## src/rtl/crd_pkg.sv

```systemverilog
package crd_pkg;
   localparam int CRD_SEL_W     = 3;
   localparam int CRD_MAX_RATIO = 32;

   typedef logic [CRD_SEL_W-1:0] crd_sel_t;

   // Ratio code to division factor; order is behaviour (code value = index).
   function automatic int crd_ratio(crd_sel_t code);
      int r;
      case (code)
         3'd0:    r = 1;
         3'd1:    r = 2;
         3'd2:    r = 4;
         3'd3:    r = 6;
         3'd4:    r = 8;
         3'd5:    r = 16;
         3'd6:    r = 24;
         default: r = 32;
      endcase
      return r;
   endfunction

   // Reload value: half-period minus one (zero for the unity ratio).
   function automatic int crd_half_m1(crd_sel_t code);
      int r;
      r = crd_ratio(code);
      return (r < 2) ? 0 : (r / 2) - 1;
   endfunction
endpackage

```

## src/rtl/crd_cfg_latch.sv

```systemverilog
module crd_cfg_latch
   import crd_pkg::*;
(
   input  logic     clk_i,
   input  logic     rst_ni,
   input  logic     hold_i,
   input  crd_sel_t sel_i,
   input  logic     en_i,
   output crd_sel_t sel_q_o,
   output logic     en_q_o
);
   crd_sel_t sel_q;
   logic     en_q;

   always_ff @(posedge clk_i or negedge rst_ni) begin
      if (!rst_ni) begin
         sel_q <= '0;
         en_q  <= 1'b0;
      end else begin
         en_q <= en_i;
         if (hold_i) sel_q <= sel_i;
      end
   end

   assign sel_q_o = sel_q;
   assign en_q_o  = en_q;
endmodule

```

## src/rtl/crd_counter.sv

```systemverilog
module crd_counter
   import crd_pkg::*;
#(
   parameter int CNT_W = 4
) (
   input  logic     clk_i,
   input  logic     rst_ni,
   input  logic     hold_i,
   input  crd_sel_t load_sel_i,
   output logic     tog_o,
   output logic     pulse_o,
   output logic     unity_o
);
   logic [CNT_W-1:0] cnt_q;
   logic [CNT_W-1:0] reload_q;
   logic             tog_q;
   logic             pulse_q;
   logic             unity_q;
   logic             at_zero;

   assign at_zero = (cnt_q == '0);

   always_ff @(posedge clk_i or negedge rst_ni) begin
      if (!rst_ni) begin
         cnt_q    <= '0;
         reload_q <= '0;
         tog_q    <= 1'b0;
         pulse_q  <= 1'b0;
         unity_q  <= 1'b0;
      end else if (hold_i) begin
         reload_q <= CNT_W'(crd_half_m1(load_sel_i));
         cnt_q    <= CNT_W'(crd_half_m1(load_sel_i));
         unity_q  <= (crd_ratio(load_sel_i) == 1);
         tog_q    <= 1'b0;
         pulse_q  <= 1'b0;
      end else if (unity_q) begin
         pulse_q <= 1'b1;
      end else begin
         pulse_q <= at_zero && !tog_q;
         if (at_zero) begin
            cnt_q <= reload_q;
            tog_q <= ~tog_q;
         end else begin
            cnt_q <= cnt_q - 1'b1;
         end
      end
   end

   assign tog_o   = tog_q;
   assign pulse_o = pulse_q;
   assign unity_o = unity_q;
endmodule

```

## src/rtl/crd_outsel.sv

```systemverilog
module crd_outsel (
   input  logic clk_i,
   input  logic hold_i,
   input  logic tog_i,
   input  logic unity_i,
   input  logic pulse_i,
   input  logic en_i,
   input  logic byp_i,
   input  logic ext_clk_i,
   output logic div_clk_o,
   output logic div_pulse_o
);
   logic div_src;

   always_comb begin
      div_src     = unity_i ? (clk_i & ~hold_i) : tog_i;
      div_clk_o   = en_i & (byp_i ? ext_clk_i : div_src);
      div_pulse_o = en_i & pulse_i;
   end
endmodule

```

## src/rtl/clk_ratio_div.sv

```systemverilog
module clk_ratio_div
   import crd_pkg::*;
#(
   parameter int CNT_W = 4
) (
   input  logic                 clk_i,
   input  logic                 rst_ni,
   input  logic                 div_rst_i,
   input  logic [CRD_SEL_W-1:0] sel_i,
   input  logic                 clk_en_i,
   input  logic                 byp_sel_i,
   input  logic                 ext_clk_i,
   output logic                 div_clk_o,
   output logic                 div_pulse_o,
   output logic [CRD_SEL_W-1:0] sel_rb_o,
   output logic                 en_rb_o
);
   localparam int NEED_W = $clog2(CRD_MAX_RATIO / 2);

   generate
      if (CNT_W < NEED_W) begin : g_width_check
         $error("CNT_W too narrow for the largest half-period");
      end
   endgenerate

   logic tog, pulse, unity, en_q;

   crd_cfg_latch u_cfg (
      .clk_i  (clk_i),
      .rst_ni (rst_ni),
      .hold_i (div_rst_i),
      .sel_i  (sel_i),
      .en_i   (clk_en_i),
      .sel_q_o(sel_rb_o),
      .en_q_o (en_q)
   );

   crd_counter #(.CNT_W(CNT_W)) u_cnt (
      .clk_i     (clk_i),
      .rst_ni    (rst_ni),
      .hold_i    (div_rst_i),
      .load_sel_i(sel_i),
      .tog_o     (tog),
      .pulse_o   (pulse),
      .unity_o   (unity)
   );

   crd_outsel u_out (
      .clk_i      (clk_i),
      .hold_i     (div_rst_i),
      .tog_i      (tog),
      .unity_i    (unity),
      .pulse_i    (pulse),
      .en_i       (en_q),
      .byp_i      (byp_sel_i),
      .ext_clk_i  (ext_clk_i),
      .div_clk_o  (div_clk_o),
      .div_pulse_o(div_pulse_o)
   );

   assign en_rb_o = en_q;
endmodule

```

## config.mk

```make
export PLATFORM = sky130hd
export DESIGN_NAME = clk_ratio_div
export DESIGN_NICKNAME = d
export VERILOG_FILES = /design/src/rtl/crd_pkg.sv /design/src/rtl/crd_cfg_latch.sv /design/src/rtl/crd_counter.sv /design/src/rtl/crd_outsel.sv /design/src/rtl/clk_ratio_div.sv
export SDC_FILE = /design/constraint.sdc
export NUM_CORES = 1
export LEC_CHECK = 0
export ABC_AREA = 1
export BUFFER_PORTS_ARGS = -buffer_cell sky130_fd_sc_hd__clkbuf_2
export CAP_MARGIN = 25
export CORE_MARGIN = 2
export CORE_UTILIZATION = 40
export DETAILED_ROUTE_END_ITERATION = 7
export HOLD_SLACK_MARGIN = 0.02
export SYNTH_ARGS = -nofsm -noshare
export SYNTH_HDL_FRONTEND = slang
export SYNTH_SLANG_ARGS = --single-unit
```

## constraint.sdc

```tcl
create_clock -name clk_i -period 1.2 [get_ports clk_i]
set_input_delay 0.3 -clock clk_i [delete_from_list [all_inputs] [get_ports clk_i]]
set_output_delay 0.3 -clock clk_i [all_outputs]
set_load 0.05 [all_outputs]
```

Word-level counts from Yosys, hierarchy flattened
Index checks and enable logic that the tools add are counted.
{"block": "word_totals", "word_cells": 44, "reg_bits": 15}
{"block": "op_classes", "mux": 13, "n_eq_ne": 8, "reduce_logical": 6, "n_lt_le_gt_ge": 1, "n_addsub": 3, "n_bitwise": 6}
{"cell": "$pmux 6 s7", "n": 1}
{"cell": "$eq 32x2->1 const B", "n": 1}
{"cell": "$lt 32x3->1 const B", "n": 1}
{"cell": "$mux 32", "n": 1}
{"cell": "$mux 4", "n": 4}
{"cell": "$eq 3x3->1 const B", "n": 3}
{"cell": "$mux 1", "n": 7}
{"cell": "$eq 3x2->1 const B", "n": 2}
{"cell": "$add 4x1->4", "n": 1}
{"cell": "$and 1x1->1", "n": 4}
{"cell": "$logic_not 4->1", "n": 1}
{"cell": "$sub 4x1->4 const B", "n": 1}
{"cell": "$sub 4x2->4 const B", "n": 1}
{"cell": "$eq 3x1->1 const B", "n": 1}
{"cell": "$logic_not 3->1", "n": 1}
{"cell": "$ne 2x2->1 const B", "n": 1}
{"cell": "$not 1->1", "n": 2}
{"cell": "$reduce_and 2->1", "n": 1}
{"cell": "$reduce_bool 2->1", "n": 1}
{"cell": "$logic_and 1x1->1", "n": 1}
{"cell": "$logic_not 1->1", "n": 1}

Longest topological paths before layout
Gate-level depths: netlist (run 1).
{"block": "logic_depth", "word_depth": 8, "mapped_depth": 8}

Hierarchy
Synthesis (run 1) repeated with hierarchy kept, for this count alone.
{"block": "hier_totals", "hier_cells": 104, "area_unflattened_um2": 785.8}
{"module": "crd_counter", "cells_each": 78, "area_per_inst_um2": 599.3, "seq_area_each_um2": 275.3, "instances": 1}
{"module": "crd_cfg_latch", "cells_each": 14, "area_per_inst_um2": 137.6, "seq_area_each_um2": 100.1, "instances": 1}
{"module": "crd_outsel", "cells_each": 12, "area_per_inst_um2": 48.8, "seq_area_each_um2": 0.0, "instances": 1}

==> qor.txt, run 1 <==
Synth area leaders -> dfrtp_1 44%, nand2_1 15%, inv_1 5.2%, a21oi_2 4.1%, nand3_1 4.1%
RR Endpoint -> u_cnt.tog_o
slew margin rel. -> 0.733
Yosys warnings -> 0
Nets -> 158
RSZ-0062 raised after global routing -> true
Avg Synthesized Cell Area -> 7.87 um^2
Mapped Area -> 858 um^2
vias per cell -> 4.57
initial antenna violation count -> 0
PwrDens -> 1410 nW/um^2
Overflow after GRT -> 0
largest net degree at the start of global routing -> 16
Placer Congestion -> 0.820
core area -> 2000 um^2
crit share post-route -> 1.33
number of flops mapped to enable cells by yosys -> 0
startpoint type of the worst setup path -> flop
Tmin final -> 1.60 ns
Final HPWL DP -> 1290 um
setup TNS -> -0.937 ns
share of layout cells above drive strength 1 -> 0.445
area of the multi-input gates -> 420 um^2
Max Fclk -> 0.625 GHz
synth unique cells -> 19
RR Startpoint -> u_cnt.cnt_q[0]
Synth top area share -> 0.437
WL/cell -> 11.3 um
final hold violation count -> 0
Synth Instances -> 109
Die ar. -> 2530 um^2
GRT busiest layer -> met2
flops & latches, synth -> 15
worst-skew pair later-pin latency -> 0.39 ns
vias in the first global route -> 715
post-synth top area cell -> dfrtp_1
clock slew at reported path FFs -> 0.10 ns
GRT Overall Usage -> 0.171
sequential-to-total area share from yosys stat -> 0.437
hold path start -> sel_i[2]
register-to-register setup slack -> 0.08 ns
DR iter-0 viols -> 19
GR Layer Usage met1 -> 0.223
met2 Use GR -> 0.252
met3 Track Usage GR -> 0.0565
port bufs -> 14
WP data arrival -> 1.30 ns
dpl cells -> 159
I/O pin total -> 15
HP Class -> in2reg
first-pass GRT wire length -> 3130 um
top_reg_cell synth -> dfrtp_1
Mapped Nets -> 120
Slew Viols, Final -> 0
detailed-route wire length -> 1950 um
status -> finished, violations left
worst hold path depth -> 4
Die Span Y -> 50.3 um
post-layout worst setup margin -> -0.399 ns
skew final -> 0.00399 ns
Die W -> 50.3 um
DR pass1 iterations -> 5
failing checks -> negative setup slack
row count -> 16
end of the worst hold path -> u_cfg.sel_q_o[2]
final core occ -> 0.613
Area Overhead vs Synth -> 43.0%
Fill cells -> 171
critical path endpoint category -> output port
Worst Tran Pin Value -> 0.400 ns
Final setup viols -> 7
Layout Cells excl Fill -> 173
TritonCTS clock tree -> done
diodes inserted -> 0
register cell area after layout -> 377 um^2
cell leakage power -> 0.000652 uW
worst slack, placed -> -0.0950 ns
maximum fanout along the worst path -> 2
critical path required time -> 0.90 ns
via count of the routed design -> 791
VDD IR max -> 841 uV
antenna-violating nets left -> 0
most common cell in the netlist -> nand2_1
cells on worst reg2reg path -> 6
top post-synthesis cells by count -> 35 x nand2_1, 15 x dfrtp_1, 12 x inv_1, 9 x nor2_1, 7 x nand3_1
WS Path Type -> reg2out
max cap viols -> 0
DRC -> 0
share of flip-flops with an asynchronous set or reset -> 1.00
Initial Util -> 0.429
[cells in the final DEF (no fill, tap or decap), drive strengths merged]
| cell type | instances |
|---|---|
| dfrtp | 15 |
| clkinv | 1 |
| xor2 | 1 |
| inv | 16 |
| o21ai | 7 |
| nand3 | 7 |
| ha | 2 |
| buf | 22 |
| nor2 | 11 |
| nand2 | 39 |
| clkbuf | 14 |
| dlygate4sd3 | 2 |
| a21oi | 8 |
| clkinvlp | 1 |
[layout make-up]
cell class                 instances  area share
multi-input combinational         75       0.343
sequential                        15       0.307
timing repair buffer              31       0.208
inverter                          17      0.0652
clock buffer                       7      0.0459
tap                               27      0.0275
timing repair inverter             1     0.00408
[metrics by stage]
| stage | hold WS (ns) | cell area, um^2 | total power, uW |
|---|---|---|---|
| after global placement | 0.238 | 1040 | 1190 |
| after floorplan | 0.00441 | 890 | 1030 |
| after global routing | 0.258 | 1230 | 1850 |
| after CTS | 0.262 | 1180 | 1680 |
| final | 0.265 | 1230 | 1730 |
| after detailed placement | 0.247 | 1040 | 1200 |
[layer usage]
| layer | part of all wire | vias to the layer above |
|---|---|---|
| met4 | 0.013 | 0 |
| met2 | 0.49 | 11 |
| li1 | - | 408 |
| met1 | 0.46 | 369 |
| met5 | 0 | - |
| met3 | 0.034 | 3 |
[power by group]
part | total [uW] | switching (uW) | internal (uW) | leakage [uW]
clock | 433 | 215 | 218 | 0.0000352
combinational | 637 | 328 | 309 | 0.000433
sequential | 660 | 72.8 | 587 | 0.000184
[sequential cells by signal, indices dropped and copies added, names as in the netlist]
name            flops
u_cnt.cnt_q         4
u_cnt.pulse_o       1
u_cnt.unity_o       1
u_cnt.tog_o         1
u_cfg.en_q_o        1
u_cfg.sel_q_o       3
u_cnt.reload_q      4
[worst max-delay path: stages, from the launching register on]
cell     delay (ns)
dfrtp_1        0.40
inv_2          0.12
a21oi_2        0.08
a21oi_4        0.16
buf_8          0.16
[kinds of logic (layout without fill, tap and decap cells)]
family	Yosys count	count (layout)	synth area share
adder cells (fa/ha/maj)	2	2	0.0291
XOR/XNOR	1	1	0.0102
flip-flops	15	15	0.437
buffers and inverters	19	56	0.120
AND/OR/NAND/NOR	57	57	0.299
AO/OA/AOI/OAI	15	15	0.105
[repair_timing]
action	CTS	global route
gates resized for setup	16	13
cloned	0	1
hold buffers	2	0
hold endpoints to repair	16	0
setup endpoints to repair	8	12
pin swaps	2	7
setup buffers	1	5
[worst max-delay path by stage]
stage                end  cells past startpoint          start
6_report       div_clk_o                      4  u_cnt.unity_o
5_1_grt        div_clk_o                      4  u_cnt.unity_o
4_1_cts        div_clk_o                      4  u_cnt.unity_o
3_5_place_dp   div_clk_o                      4  u_cnt.unity_o
3_3_place_gp   div_clk_o                      4  u_cnt.unity_o
2_1_floorplan  div_clk_o                      2   u_cfg.en_q_o
(Power assumes the default switching activity.)
==> run 2, diff against run 1 <==
--- a/config.mk
+++ b/config.mk
@@ -12,6 +12,7 @@
 export CORE_UTILIZATION = 40
 export DETAILED_ROUTE_END_ITERATION = 7
 export HOLD_SLACK_MARGIN = 0.02
+export PLACE_DENSITY = 0.65
 export SYNTH_ARGS = -nofsm -noshare
 export SYNTH_HDL_FRONTEND = slang
 export SYNTH_SLANG_ARGS = --single-unit
==> run 2 against run 1 <==
The run still ends with negative setup slack left. First-iteration DRC count did not move. Combinational power rose by 3.9%. Clock-buffer cell count did not move. Via count rose by 5.9%. Hold slack got worse by 0.012 ns. Core utilization rose by 2.4 points. Wire length rose by 4.8%. Clock skew rose by 0.0033 ns. Register-to-register slack got worse by 0.04 ns. Critical endpoint unchanged. Largest power group unchanged.
==> qor.txt, run 2 (synthesis results as in run 1) <==
row count -> 16 (unchanged)
Final Power -> 1830 uW (was 1730 uW)
most common cell after layout, fill and taps aside -> nand2_1 (unchanged)
register-to-register setup slack -> 0.04 ns (was 0.08 ns)
critical path endpoint category -> output port (unchanged)
Final setup viols -> 7 (unchanged)
WL/cell -> 11.6 um (was 11.3 um)
slew margin rel. -> 0.732 (was 0.733)
TritonCTS clock tree -> done (unchanged)
Slew Viols, Final -> 0 (unchanged)
maximum fanout along the worst path -> 2 (unchanged)
startpoint type of the worst setup path -> flop (unchanged)
detailed-route wire length -> 2040 um (was 1950 um)
skew final -> 0.00729 ns (was 0.00399 ns)
vias in the first global route -> 822 (was 715)
port bufs -> 14 (unchanged)
Die W -> 50.3 um (unchanged)
share of layout cells above drive strength 1 -> 0.456 (was 0.445)
Nets -> 161 (was 158)
Sw Ratio -> 0.364 (was 0.356)
P_int -> 1160 uW (was 1110 uW)
RSZ-0062 raised after global routing -> true (unchanged)
DR iter-0 viols -> 19 (unchanged)
GRT Overall Usage -> 0.187 (was 0.171)
Placer Congestion -> 0.794 (was 0.820)
worst hold path depth -> 4 (unchanged)
area of the multi-input gates -> 437 um^2 (was 420 um^2)
most frequent cells in the layout -> 33 x nand2_1, 16 x buf_4, 14 x dfrtp_1 (was 33 x nand2_1, 16 x buf_4, 14 x dfrtp_1, 9 x nor2_1)
initial antenna violation count -> 0 (unchanged)
max cap viols -> 0 (unchanged)
DRC -> 0 (unchanged)
Initial Util -> 0.429 (unchanged)
PwrDens -> 1430 nW/um^2 (was 1410 nW/um^2)
status -> finished, violations left (unchanged)
antenna-violating nets left -> 0 (unchanged)
crit share post-route -> 1.35 (was 1.33)
vias per cell -> 4.76 (was 4.57)
post-layout worst setup margin -> -0.421 ns (was -0.399 ns)
HP Class -> in2reg (unchanged)
Tmin final -> 1.62 ns (was 1.60 ns)
register cell area after layout -> 377 um^2 (unchanged)
RR Startpoint -> u_cnt.cnt_q[0] (unchanged)
failing checks -> negative setup slack (unchanged)
hold path start -> sel_i[2] (unchanged)
Die ar. -> 2530 um^2 (unchanged)
Logic pwr share -> 0.362 (was 0.368)
P_sw -> 666 uW (was 616 uW)
cell area after layout -> 1280 um^2 (was 1230 um^2)
diodes inserted -> 0 (unchanged)
Final HPWL DP -> 1320 um (was 1290 um)
cells on worst reg2reg path -> 8 (was 6)
Overflow after GRT -> 0 (unchanged)
clock power share -> 0.273 (was 0.250)
DR pass1 iterations -> 6 (was 5)
Fill cells -> 176 (was 171)
Worst Tran Pin Value -> 0.402 ns (was 0.400 ns)
clock slew at reported path FFs -> 0.10 ns (about the same)
core area -> 2000 um^2 (unchanged)
Die Span Y -> 50.3 um (unchanged)
first-pass GRT wire length -> 3410 um (was 3130 um)
Post-Place Cell Area -> 1040 um^2 (about the same)
Area Overhead vs Synth -> 48.7% (was 43.0%)
critical path required time -> 0.90 ns (about the same)
end of the worst hold path -> u_cfg.sel_q_o[2] (unchanged)
VDD IR max -> 1120 uV (was 841 uV)
worst-skew pair later-pin latency -> 0.40 ns (was 0.39 ns)
WS Path Type -> reg2out (unchanged)
RR Endpoint -> u_cnt.cnt_q[3] (was u_cnt.tog_o)
via count of the routed design -> 838 (was 791)
WP data arrival -> 1.32 ns (was 1.30 ns)
Max Fclk -> 0.617 GHz (was 0.625 GHz)
cell leakage power -> 0.000678 uW (was 0.000652 uW)
worst slack, placed -> -0.101 ns (was -0.0950 ns)
largest net degree at the start of global routing -> 16 (unchanged)
final hold violation count -> 0 (unchanged)
I/O pin total -> 15 (unchanged)
register share of total power -> 0.365 (was 0.381)
==> run 2: cell types whose count changed in the layout (fill, tap and decap cells not counted), moves of 2 or more <==
| cell | before | now |
|---|---|---|
| a21oi_2 | 6 | 4 |
| nand2_2 | 5 | 3 |
| nand2_4 | 1 | 3 |
| buf_6 | 0 | 2 |
==> run 2: worst max-delay path: stages (launching register included) <==
cell and delay [ns]:
dfrtp_1 0.40, inv_2 0.13, a21oi_4 0.08, a21oi_4 0.15, buf_8 0.15
==> run 2: worst max path at each step <==
stage / to / slack (ns) / startpoint
6_report: div_clk_o / -0.42 / u_cnt.unity_o
5_1_grt: div_clk_o / -0.49 / u_cnt.unity_o
4_1_cts: div_clk_o / -0.45 / u_cnt.unity_o
3_5_place_dp: div_clk_o / -0.10 / u_cnt.unity_o
3_3_place_gp: div_clk_o / -0.08 / u_cnt.unity_o
2_1_floorplan: div_clk_o / -0.05 / u_cfg.en_q_o
==> run 2: final cells by class <==
cell class / instances / share of cell area
repair buffers: 33 / 0.218
multi-input cells: 75 / 0.342
well taps: 27 / 0.0265
clock buffers: 7 / 0.0471
clock inverters: 1 / 0.00588
flip-flops and latches: 15 / 0.295
repair inverters: 1 / 0.00294
inverters: 17 / 0.0627
==> run 2: repair_timing <==
item,CTS,global route
gates cloned,1,0
hold endpoints to repair,16,0
endpoints found under the setup margin,8,12
setup buffers,3,4
hold buffers,2,0
pin swaps,4,10
resized for setup,20,13
==> run 2: metal layers <==
metal / global-route usage / vias up / wire length (um)
li1: - / 417 / -
met1: 0.219 / 394 / 911
met2: 0.274 / 23 / 998
met3: 0.0982 / 4 / 114
met4: 0.0991 / 0 / 17
met5: 0 / - / 0
==> run 2: power groups by stage <==
stage               clock network, uW  registers, uW  logic [uW]
detailed placement               22.0            659         519
finish                            498            667         662
global placement                 22.1            658         515
floorplan                        19.6            691         323
CTS                               531            654         594
global route                      555            676         724
==> run 2: through the flow <==
stage | TNS [ns] | hold WS, ns | utilization | cells
6_report | -1.10 | 0.254 | 0.638 | 176
5_1_grt | -1.47 | 0.248 | 0.638 | 176
4_1_cts | -1.16 | 0.227 | 0.611 | 172
3_5_place_dp | -0.252 | 0.250 | 0.521 | 160
3_3_place_gp | -0.167 | 0.238 | 0.521 | 160
2_1_floorplan | -0.0487 | 0.00441 | - | 109
